===== config.mk =====
export PLATFORM = sky130hd
export DESIGN_NAME = dual_tmr
export DESIGN_NICKNAME = d
export VERILOG_FILES = /design/src/rtl/dual_tmr.sv
export SDC_FILE = /design/constraint.sdc
export NUM_CORES = 1
export LEC_CHECK = 0
export BUFFER_PORTS_ARGS = -buffer_cell sky130_fd_sc_hd__buf_2
export CAP_MARGIN = 20
export CORE_ASPECT_RATIO = 0.75
export CORE_MARGIN = 1.5
export CORE_UTILIZATION = 56
export CTS_CLUSTER_SIZE = 16
export DETAILED_ROUTE_END_ITERATION = 12
export PLACE_DENSITY = 0.79
export SLEW_MARGIN = 10
export SYNTH_ARGS = -nofsm -noshare
export SYNTH_HDL_FRONTEND = slang
export SYNTH_SLANG_ARGS = --single-unit
export TNS_END_PERCENT = 30

===== constraint.sdc =====
create_clock -name clk -period 2.3 [get_ports clk]
set_input_delay 0.345 -clock clk [delete_from_list [all_inputs] [get_ports clk]]
set_output_delay 0.345 -clock clk [all_outputs]
set_load 0.01 [all_outputs]

===== src/rtl/dual_tmr.sv =====
module dual_tmr #(
  parameter int AW = 8,
  parameter logic [AW-1:0] CMP_OFS = AW'('h60)
) (
  input  logic          clk,
  input  logic          rst_n,
  input  logic          wr_en,
  input  logic [AW-1:0] addr,
  input  logic [31:0]   wdata,
  output logic [31:0]   rdata,
  output logic          irq_lo,
  output logic          irq_hi
);
  localparam logic [AW-1:0] A_CNT0 = AW'('h10);
  localparam logic [AW-1:0] A_CNT1 = AW'('h14);
  localparam logic [AW-1:0] A_PER0 = AW'('h18);
  localparam logic [AW-1:0] A_PER1 = AW'('h1C);
  localparam logic [AW-1:0] A_MODE = AW'('h20);
  localparam logic [AW-1:0] A_GCR  = AW'('h24);
  localparam logic [1:0] M_ONE = 2'b01;
  localparam logic [1:0] M_REP = 2'b10;

  logic [31:0] cnt_q [2];
  logic [31:0] per_q [2];
  logic [1:0]  mode_q [2];
  logic [31:0] cmp_q;
  logic [3:0]  gcr_q;
  logic [1:0]  run, hit;
  logic        cmp_hit;

  always_comb begin
    for (int h = 0; h < 2; h++) begin
      run[h] = (gcr_q[3:2] == 2'b01) && gcr_q[h] &&
               (mode_q[h] == M_ONE || mode_q[h] == M_REP);
      hit[h] = (cnt_q[h] == per_q[h]);
    end
  end

  assign cmp_hit = run[0] && (cnt_q[0] == cmp_q);

  always_ff @(posedge clk or negedge rst_n) begin
    if (!rst_n) begin
      for (int h = 0; h < 2; h++) begin
        cnt_q[h]  <= '0;
        per_q[h]  <= '0;
        mode_q[h] <= '0;
      end
      cmp_q  <= '1;
      gcr_q  <= '0;
      irq_lo <= 1'b0;
      irq_hi <= 1'b0;
    end else begin
      for (int h = 0; h < 2; h++) begin
        if (!gcr_q[h])
          cnt_q[h] <= '0;
        else if (wr_en && addr == (h == 0 ? A_CNT0 : A_CNT1))
          cnt_q[h] <= wdata;
        else if (run[h])
          cnt_q[h] <= hit[h] ? ((mode_q[h] == M_ONE) ? cnt_q[h] : '0)
                             : cnt_q[h] + 32'd1;

        if (wr_en && addr == A_MODE)
          mode_q[h] <= (h == 0) ? wdata[7:6] : wdata[23:22];
        else if (run[h] && hit[h] && mode_q[h] == M_ONE)
          mode_q[h] <= 2'b00;

        if (wr_en && addr == (h == 0 ? A_PER0 : A_PER1))
          per_q[h] <= wdata;
      end
      if (wr_en && addr == A_GCR) gcr_q <= wdata[3:0];
      if (wr_en && addr == CMP_OFS) cmp_q <= wdata;
      irq_lo <= (run[0] && hit[0]) || cmp_hit;
      irq_hi <= run[1] && hit[1];
    end
  end

  always_comb begin
    rdata = '0;
    if (addr == A_CNT0)       rdata = cnt_q[0];
    else if (addr == A_CNT1)  rdata = cnt_q[1];
    else if (addr == A_PER0)  rdata = per_q[0];
    else if (addr == A_PER1)  rdata = per_q[1];
    else if (addr == A_MODE)  rdata = {8'b0, mode_q[1], 14'b0, mode_q[0], 6'b0};
    else if (addr == A_GCR)   rdata = {28'b0, gcr_q};
    else if (addr == CMP_OFS) rdata = cmp_q;
  end
endmodule


======== Word level (Yosys, flattened, before mapping) ========
Cells that the tools add are included.
operators by class
  multiplexer cells ....................... 21
  eq/ne operators ......................... 19
  reduce and logical (&&, ||, !) cells .... 23
  add/sub/neg operators ................... 2
operators by type and width
  kind                   number
  $mux 32                17
  $eq 32x32->1           3
  $add 32x1->32 const B  2
  $eq 8x5->1 const B     4
  $eq 8x6->1 const B     2
  $logic_and 1x1->1      16
  $eq 8x7->1 const B     1
  $mux 2                 4
  $eq 2x1->1 const B     3
  $ne 3x1->1 const B     2
  $eq 2x2->1 const B     2
  $ne 4x3->1 const B     1
  $ne 4x4->1 const B     1
  $reduce_and 2->1       2
  $reduce_bool 2->1      2
  $logic_or 1x1->1       3
word-level totals
  register bits ........................... 170
  word-level logic and storage cells ...... 75
  output and inout port bits .............. 34
  bits of input ports ..................... 43

======== Depth between registers and ports, before layout ========
Gate-level depths: netlist (run 1).
  depth after elaboration ................. 8
  mapped depth ............................ 10
  gate-level depth less buffers ........... 8

======== Least setup slack after synthesis (run 1) ========
No wires, ideal clock.
  path type ............................... input -> output
  start point ............................. input addr[5]
  end point ............................... output rdata[13]
  required time ........................... 1.955 ns
  stages on the path ...................... 6
  path buffers ............................ 2
  slack ................................... -0.224 ns
  arrival time ............................ 2.179 ns
  cells stage by stage .................... or4b_4 nor4b_4 clkbuf_1 buf_2 a221oi_1 o21ai_0
between the ends
  cells in the longest elaborated chain, start to end .. 8
  elaborated cells on any way between the ends .. 14
  those cells by class .................... eq/ne (7); mux (7)
RTL lines
  item         RTL line  RTL
  from (decl)  8         input logic [AW-1:0] addr,
  $eq 8x7->1   85        else if (addr == CMP_OFS) rdata = cmp_q;
  $mux 32      85
  $mux 32      84        else if (addr == A_GCR) rdata = {28'b0, gcr_q};
  $mux 32      83        else if (addr == A_MODE) rdata = {8'b0, mode_q[1], 14'b0, mode_q[0], 6'b0};
  $mux 32      82        else if (addr == A_PER1) rdata = per_q[1];
  $mux 32      81        else if (addr == A_PER0) rdata = per_q[0];
  $mux 32      80        else if (addr == A_CNT1) rdata = cnt_q[1];
  $mux 32 *    79        if (addr == A_CNT0) rdata = cnt_q[0];
  to (decl)    10        output logic [31:0] rdata,
Mark *: on every way between the ends. The rest lies on a longest branch, timed or not.

======== Worst setup path in the final report (run 1) ========
  start point ............................. input addr[7]
  end point ............................... output rdata[27]
The elaborated chain is that of the path after synthesis.

==> flow_summary.toml, run 1 <==
[sta]
worstMarginPinSlew_ns = 0.633
slew_headroom = 0.574
fin_hold_ws_ns = 0.223
fin_ws_ns = -0.256
fin_crit_ns = 2.56
fmax_mhz = 391
setup_viol_count_final = 48
drv_slew = 0
hold_viol = 0
skew_ns = 0.0136
period_share = 1.11
rsz0062_at_grt = "true"

[power]
cellPowerDensity_nw_per_um2 = 537
p_leak_nw = 7.01
irDropWorstVdd_v = 0.000493
p_sw_mw = 2.26
internal_power_mw = 5.33
seq_power_share = 0.422
p_comb_frac = 0.178
p_sw_frac = 0.298
pwr-share-clk = 0.400

[yosys]
seq_area_frac_synth = 0.398
syn_area_sq_um = 10800
synth_edf_count = 0
synthCells = 1145
yosys_warnings = 0
yosys.area.top_type = "dfrtp_1"
yosys_most_used_dff = "dfrtp_1"
ys_async_sr_fraction = 1.00
ys_ff_latch = 170
ys_top_cells_by_count = "dfrtp_1 (138), mux2_2 (132), nand2_1 (114), xor2_1 (101), clkbuf_1 (78)"
synth_top_area_share = 0.320
yosysUniqueCellTypes = 60
avgSynthCellArea_sq_um = 9.43
synthTopCellsByArea = "dfrtp_1 (32%), mux2_2 (14%), xor2_1 (8.2%), dfstp_2 (7.8%), nand2_1 (4.0%)"
synth_fp_nets = 1192
yosysMostFrequentCell = "dfrtp_1"

[grt]
grt_overflow = 0
grt_pass1_wl_mm = 60.8
grt.total_usage = 0.414
grt_max_degree = 63
grt_pass1_vias = 10300
antenna_found_initial = 1

[drt]
vias = 11100
drc = 0
drt_pass1_iterations = 7
wl_mm = 41.8
via_per_inst = 6.86
drtIter0Drc = 1975
ant_nets = 0
wl_per_cell_um = 25.9

[placed_design]
place_congestion = 1.04
pre_cts_slack_ns = -0.334
portBuffers = 76
place_hpwl_mm = 29.0

[floorplanning]
die_y_um = 123
rows = 43
coreArea_sq_um = 18700
ioPinCount = 77
dieWidth_um = 163
initial_utilization = 0.578
fp.dieArea_sq_um = 20100

[clock_network]
clock-sinks = 170
h-tree-depth = 4
path_clk_slew_ns = 0.07
numCtsBuffers = 17
root_buffer = "clkbuf_16"
cts_max_path_buffers = 2
clk_latency_ns = 0.44
cts_tree = "yes"

[critical_path]
path_cells = "buf_6, or4b_4, nor4b_4, buf_6, buf_12, buf_16, buf_8, a221oi_2, o21ai_1, buf_2"
crit_type = "in -> out"
cp_num_buf_inv = 6
max_stage_delay_ns = 0.57
worst-path-max-fanout = 5
crit_path_top_delay_cell = "or4b_4"
start_kind = "primary input"
cpMostUsedCell = "buf_6"
cp_top_family = "simple AND/OR/NAND/NOR gates"
critPathCaptureType = "output port"
worstPathArrival_ns = 2.21
worstPathRequired_ns = 1.96

[outcome]
violations = "negative setup slack"
status = "finished with violations"

[layout]
drive_above_1_share = 0.417
nFillCells = 1250
multiInputGateArea_sq_um = 6350
antenna_cells = 0
seqCellArea_sq_um = 4300
syn2layout_area_growth_pct = 31.0
finalNetCount = 1400

[hold_path]
worstHoldPathType = "in -> reg"

[flow_run]
cap_violations = 0
## metrics by stage
stage	cells	power, mW	instance area (sq um)	TNS (ns)	utilization
after floorplan	1145	3.79	10800	-0.0159	-
after global placement	1559	4.43	12800	-13.20	0.685
after detailed placement	1559	4.45	12800	-17.85	0.685
after CTS	1606	7.46	13800	-2.38	0.742
after global routing	1613	7.76	14100	-8.93	0.757
final	1613	7.59	14100	-6.33	0.757
## final timing paths
path                       slack [ns]               endpoint  cells past startpoint             startpoint
hold / removal                   0.22  per_q[15]$_DFFE_PN0P_                      2              wdata[15]
min in group asynchronous        0.38       irq_hi$_DFF_PN0_                      2                  rst_n
setup / recovery                -0.26              rdata[27]                     10                addr[7]
setup reg to reg                -0.08  cnt_q[28]$_DFFE_PN0P_                      8   cnt_q[0]$_DFFE_PN0P_
max in group asynchronous        1.15  cmp_q[23]$_DFFE_PN1P_                      3                  rst_n
hold reg to reg                  0.55  per_q[38]$_DFFE_PN0P_                      1  per_q[38]$_DFFE_PN0P_
## timing repair
| item | CTS | global route |
|---|---|---|
| gates cloned | 5 | 1 |
| resized for setup | 71 | 48 |
| endpoints found under the setup margin | 87 | 94 |
| endpoints found under the hold margin | 36 | 0 |
| setup buffers | 10 | 7 |
| pin swaps | 15 | 27 |
| hold buffers | 1 | 0 |
## kinds of logic (layout without fill, tap and decap cells)
kind of cell,after synthesis,in the layout,synth area share
adder cells (fa/ha/maj),4,4,0.00464
XOR/XNOR,109,109,0.0885
buffers and inverters,128,349,0.0482
AND/OR/NAND/NOR,323,323,0.150
AO/OA/AOI/OAI,278,278,0.173
flip-flops,170,170,0.398
multiplexers,133,133,0.139
## power groups by stage
| stage | Sequential [mW] | Clock (mW) | Combinational [mW] |
|---|---|---|---|
| floorplan | 3.22 | 0 | 0.574 |
| global placement | 3.24 | 0 | 1.18 |
| detailed placement | 3.25 | 0 | 1.21 |
| CTS | 3.20 | 3.02 | 1.25 |
| global route | 3.21 | 3.14 | 1.41 |
| finish | 3.20 | 3.03 | 1.35 |
## state kept, by name (all words and copies together), names as in the netlist
| signal | count |
|---|---|
| cnt_q | 64 |
| per_q | 64 |
| cmp_q | 32 |
| gcr_q | 4 |
| mode_q | 4 |
| irq_hi | 1 |
| irq_lo | 1 |
## cell usage in the layout, fill, tap and decap left out, drive strengths merged, types with 4 or more instances in the layout
master / count
o2bb2ai: 8
nor3: 16
nand4: 22
a22o: 15
o22ai: 10
a21o: 4
o31ai: 24
nor2: 59
nand3: 27
and4: 5
nand2: 116
nor4b: 6
buf: 290
a31oi: 10
a221oi: 28
a221o: 4
and2: 11
xnor2: 8
ha: 4
a21oi: 45
inv: 32
nor3b: 7
o21ai: 88
nor4: 32
o21a: 4
xor2: 101
dfrtp: 138
dfstp: 32
mux2: 132
a32o: 5
and3: 14
a222oi: 4
clkbuf: 20
a22oi: 13
o41ai: 7
## layer usage
metal  vias up  share of wire  GRT usage  wire length [um]
li1       4601              -          -                 -
met1      5317           0.38      0.549             16000
met2       926           0.43      0.622             17900
met3       219           0.13      0.128              5500
met4         0          0.058      0.188              2430
met5         -              0          0                 0
## area by class of cell
type / count / area share
tap: 247 / 0.0219
inverter: 25 / 0.00664
multi-input combinational: 847 / 0.449
clock buffer: 19 / 0.0313
sequential: 170 / 0.304
timing repair buffer: 292 / 0.176
clock inverter: 13 / 0.0111
Power figures use the tool's default switching activity.
==> run 2, diff against run 1 <==
--- a/config.mk
+++ b/config.mk
@@ -10,11 +10,10 @@
 export CORE_ASPECT_RATIO = 0.75
 export CORE_MARGIN = 1.5
 export CORE_UTILIZATION = 56
-export CTS_CLUSTER_SIZE = 16
 export DETAILED_ROUTE_END_ITERATION = 12
+export HOLD_SLACK_MARGIN = 0.15
 export PLACE_DENSITY = 0.79
 export SLEW_MARGIN = 10
 export SYNTH_ARGS = -nofsm -noshare
 export SYNTH_HDL_FRONTEND = slang
 export SYNTH_SLANG_ARGS = --single-unit
-export TNS_END_PERCENT = 30
==> run 2 against run 1 <==
The flow still finishes with violations (negative setup slack). Via count fell by 0.73%. Core utilization rose by 1.6 points. Highest routed layer unchanged. Total power up 5.4%. Combinational power is 11% higher. Critical endpoint is now rdata[20]. Global-route usage about the same. Non-clock buffer count grew 10.
==> flow_summary.toml, run 2 (synthesis results as in run 1) <==
[outcome]
status = "finished with violations"
violations = "negative setup slack"

[critical_path]
start_kind = "primary input"
timing.rr.start = "per_q[0]$_DFFE_PN0P_"
worstPathRequired_ns = 1.96
reg2reg_depth = 10
worstPathArrival_ns = 2.14
ff2ff_setup_slack_ns = -0.04
worst-path-max-fanout = 6
critPathCaptureType = "output port"
r2r-end = "cnt_q[30]$_DFFE_PN0P_"
crit_type = "in -> out"

[hold_path]
worstHoldStart = "wdata[16]"
hold_path_depth = 2
hold_end = "per_q[16]$_DFFE_PN0P_"
worstHoldPathType = "in -> reg"

[layout]
drive_above_1_share = 0.438
nFillCells = 1225
reg_top3 = "cnt_q: 64 flops, per_q: 64 flops, cmp_q: 32 flops"
finalNetCount = 1410
fin_cells = 1624
final_cell_mix = "buf_4 (177), dfrtp_1 (134), mux2_2 (132)"
final_common_cell = "buf_4"
syn2layout_area_growth_pct = 33.8

[power]
p_leak_nw = 7.10
power_mw = 8.00
cellPowerDensity_nw_per_um2 = 554
irDropWorstVdd_v = 0.000640

[clock_network]
clk_latency_ns = 0.44
cts_tree = "yes"
root_buffer = "clkbuf_16"
h-tree-depth = 4
clock-sinks = 170
cts_max_path_buffers = 2
path_clk_slew_ns = 0.06
numCtsBuffers = 17

[floorplanning]
fp.dieArea_sq_um = 20100
die_y_um = 123
ioPinCount = 77
coreArea_sq_um = 18700
initial_utilization = 0.578
dieWidth_um = 163
rows = 43

[placed_design]
portBuffers = 76
placed_cells = 1560
place_hpwl_mm = 29.5
place_congestion = 1.04

[drt]
drtIter0Drc = 1594
wl_per_cell_um = 26.2
vias = 11000
drt_pass1_iterations = 6
via_per_inst = 6.76
drc = 0
ant_nets = 0
wl_mm = 42.5

[flow_run]
cap_violations = 0

[grt]
antenna_found_initial = 0
grt_pass1_vias = 10200
grt_pass1_wl_mm = 61.0
grt_max_degree = 65
grt_overflow = 0
grt.total_usage = 0.414

[sta]
rsz0062_at_grt = "true"
fin_ws_ns = -0.183
drv_slew = 0
worstMarginPinSlew_ns = 0.664
fmax_mhz = 403
skew_ns = 0.0107
slew_headroom = 0.553
setup_tns_ns = -3.50
fin_crit_ns = 2.48
setup_viol_count_final = 38
period_share = 1.08
hold_viol = 0
[run 2: cell types whose count changed in the layout (fill, tap and decap cells not counted), sizes merged]
cell    change
buf         +8
diode       +1
clkbuf      +6
clkinv      -2
inv         -5
bufinv      +3
[run 2: layer usage]
layer	vias up	GRT usage	wire, um
li1	4618	-	-
met1	5390	0.554	16400
met2	822	0.634	19000
met3	152	0.128	5550
met4	0	0.147	1600
met5	-	0	0
[run 2: what timing repair did]
action                                 in CTS  in global routing
pin swaps                                  13                 53
buffers inserted                            6                 20
hold buffers                                1                  0
resized for setup                          51                112
setup endpoints to repair                  69                 98
endpoints found under the hold margin      41                  0
cloned                                      2                  6
[run 2: layout make-up]
class                   count  area (sq um)  share of cell area
flip-flops and latches    170          4300               0.298
repair buffers            302          2540               0.176
multi-input cells         847          6530               0.452
clock buffers              23           478              0.0331
diodes                      1          2.50            0.000173
well taps                 247           309              0.0214
inverters                  25          93.8             0.00650
clock inverters             9           184              0.0127
[run 2: where the power goes]
group / internal [mW] / total [mW] / switching, mW
Sequential: 3.10 / 3.21 / 0.108
Combinational: 0.645 / 1.50 / 0.856
Clock: 2.03 / 3.29 / 1.26
Total: 5.78 / 8.00 / 2.23
[run 2: critical path, cell delays in order]
cell      delay, ns
buf_6          0.09
or4b_4         0.57
nor4b_4        0.26
buf_6          0.18
buf_12         0.14
buf_12         0.12
a221oi_2       0.05
o21ai_1        0.20
buf_2          0.18
[run 2: worst max-delay path by stage]
stage / from / end / slack [ns]
6_report: addr[7] / rdata[20] / -0.18
5_1_grt: addr[1] / rdata[17] / -0.26
4_1_cts: addr[7] / rdata[23] / -0.18
3_5_place_dp: addr[5] / rdata[7] / -0.35
3_3_place_gp: addr[5] / rdata[8] / -0.38
2_1_floorplan: addr[5] / rdata[13] / -0.008
[run 2: stage by stage]
stage	worst slack (ns)	hold WS (ns)	utilization	instance area, sq um
after floorplan	-0.00826	0.0494	-	10800
after global placement	-0.383	0.323	0.683	12700
after detailed placement	-0.353	0.329	0.683	12700
after CTS	-0.181	0.233	0.736	13700
after global routing	-0.261	0.247	0.773	14400
final	-0.183	0.248	0.774	14400
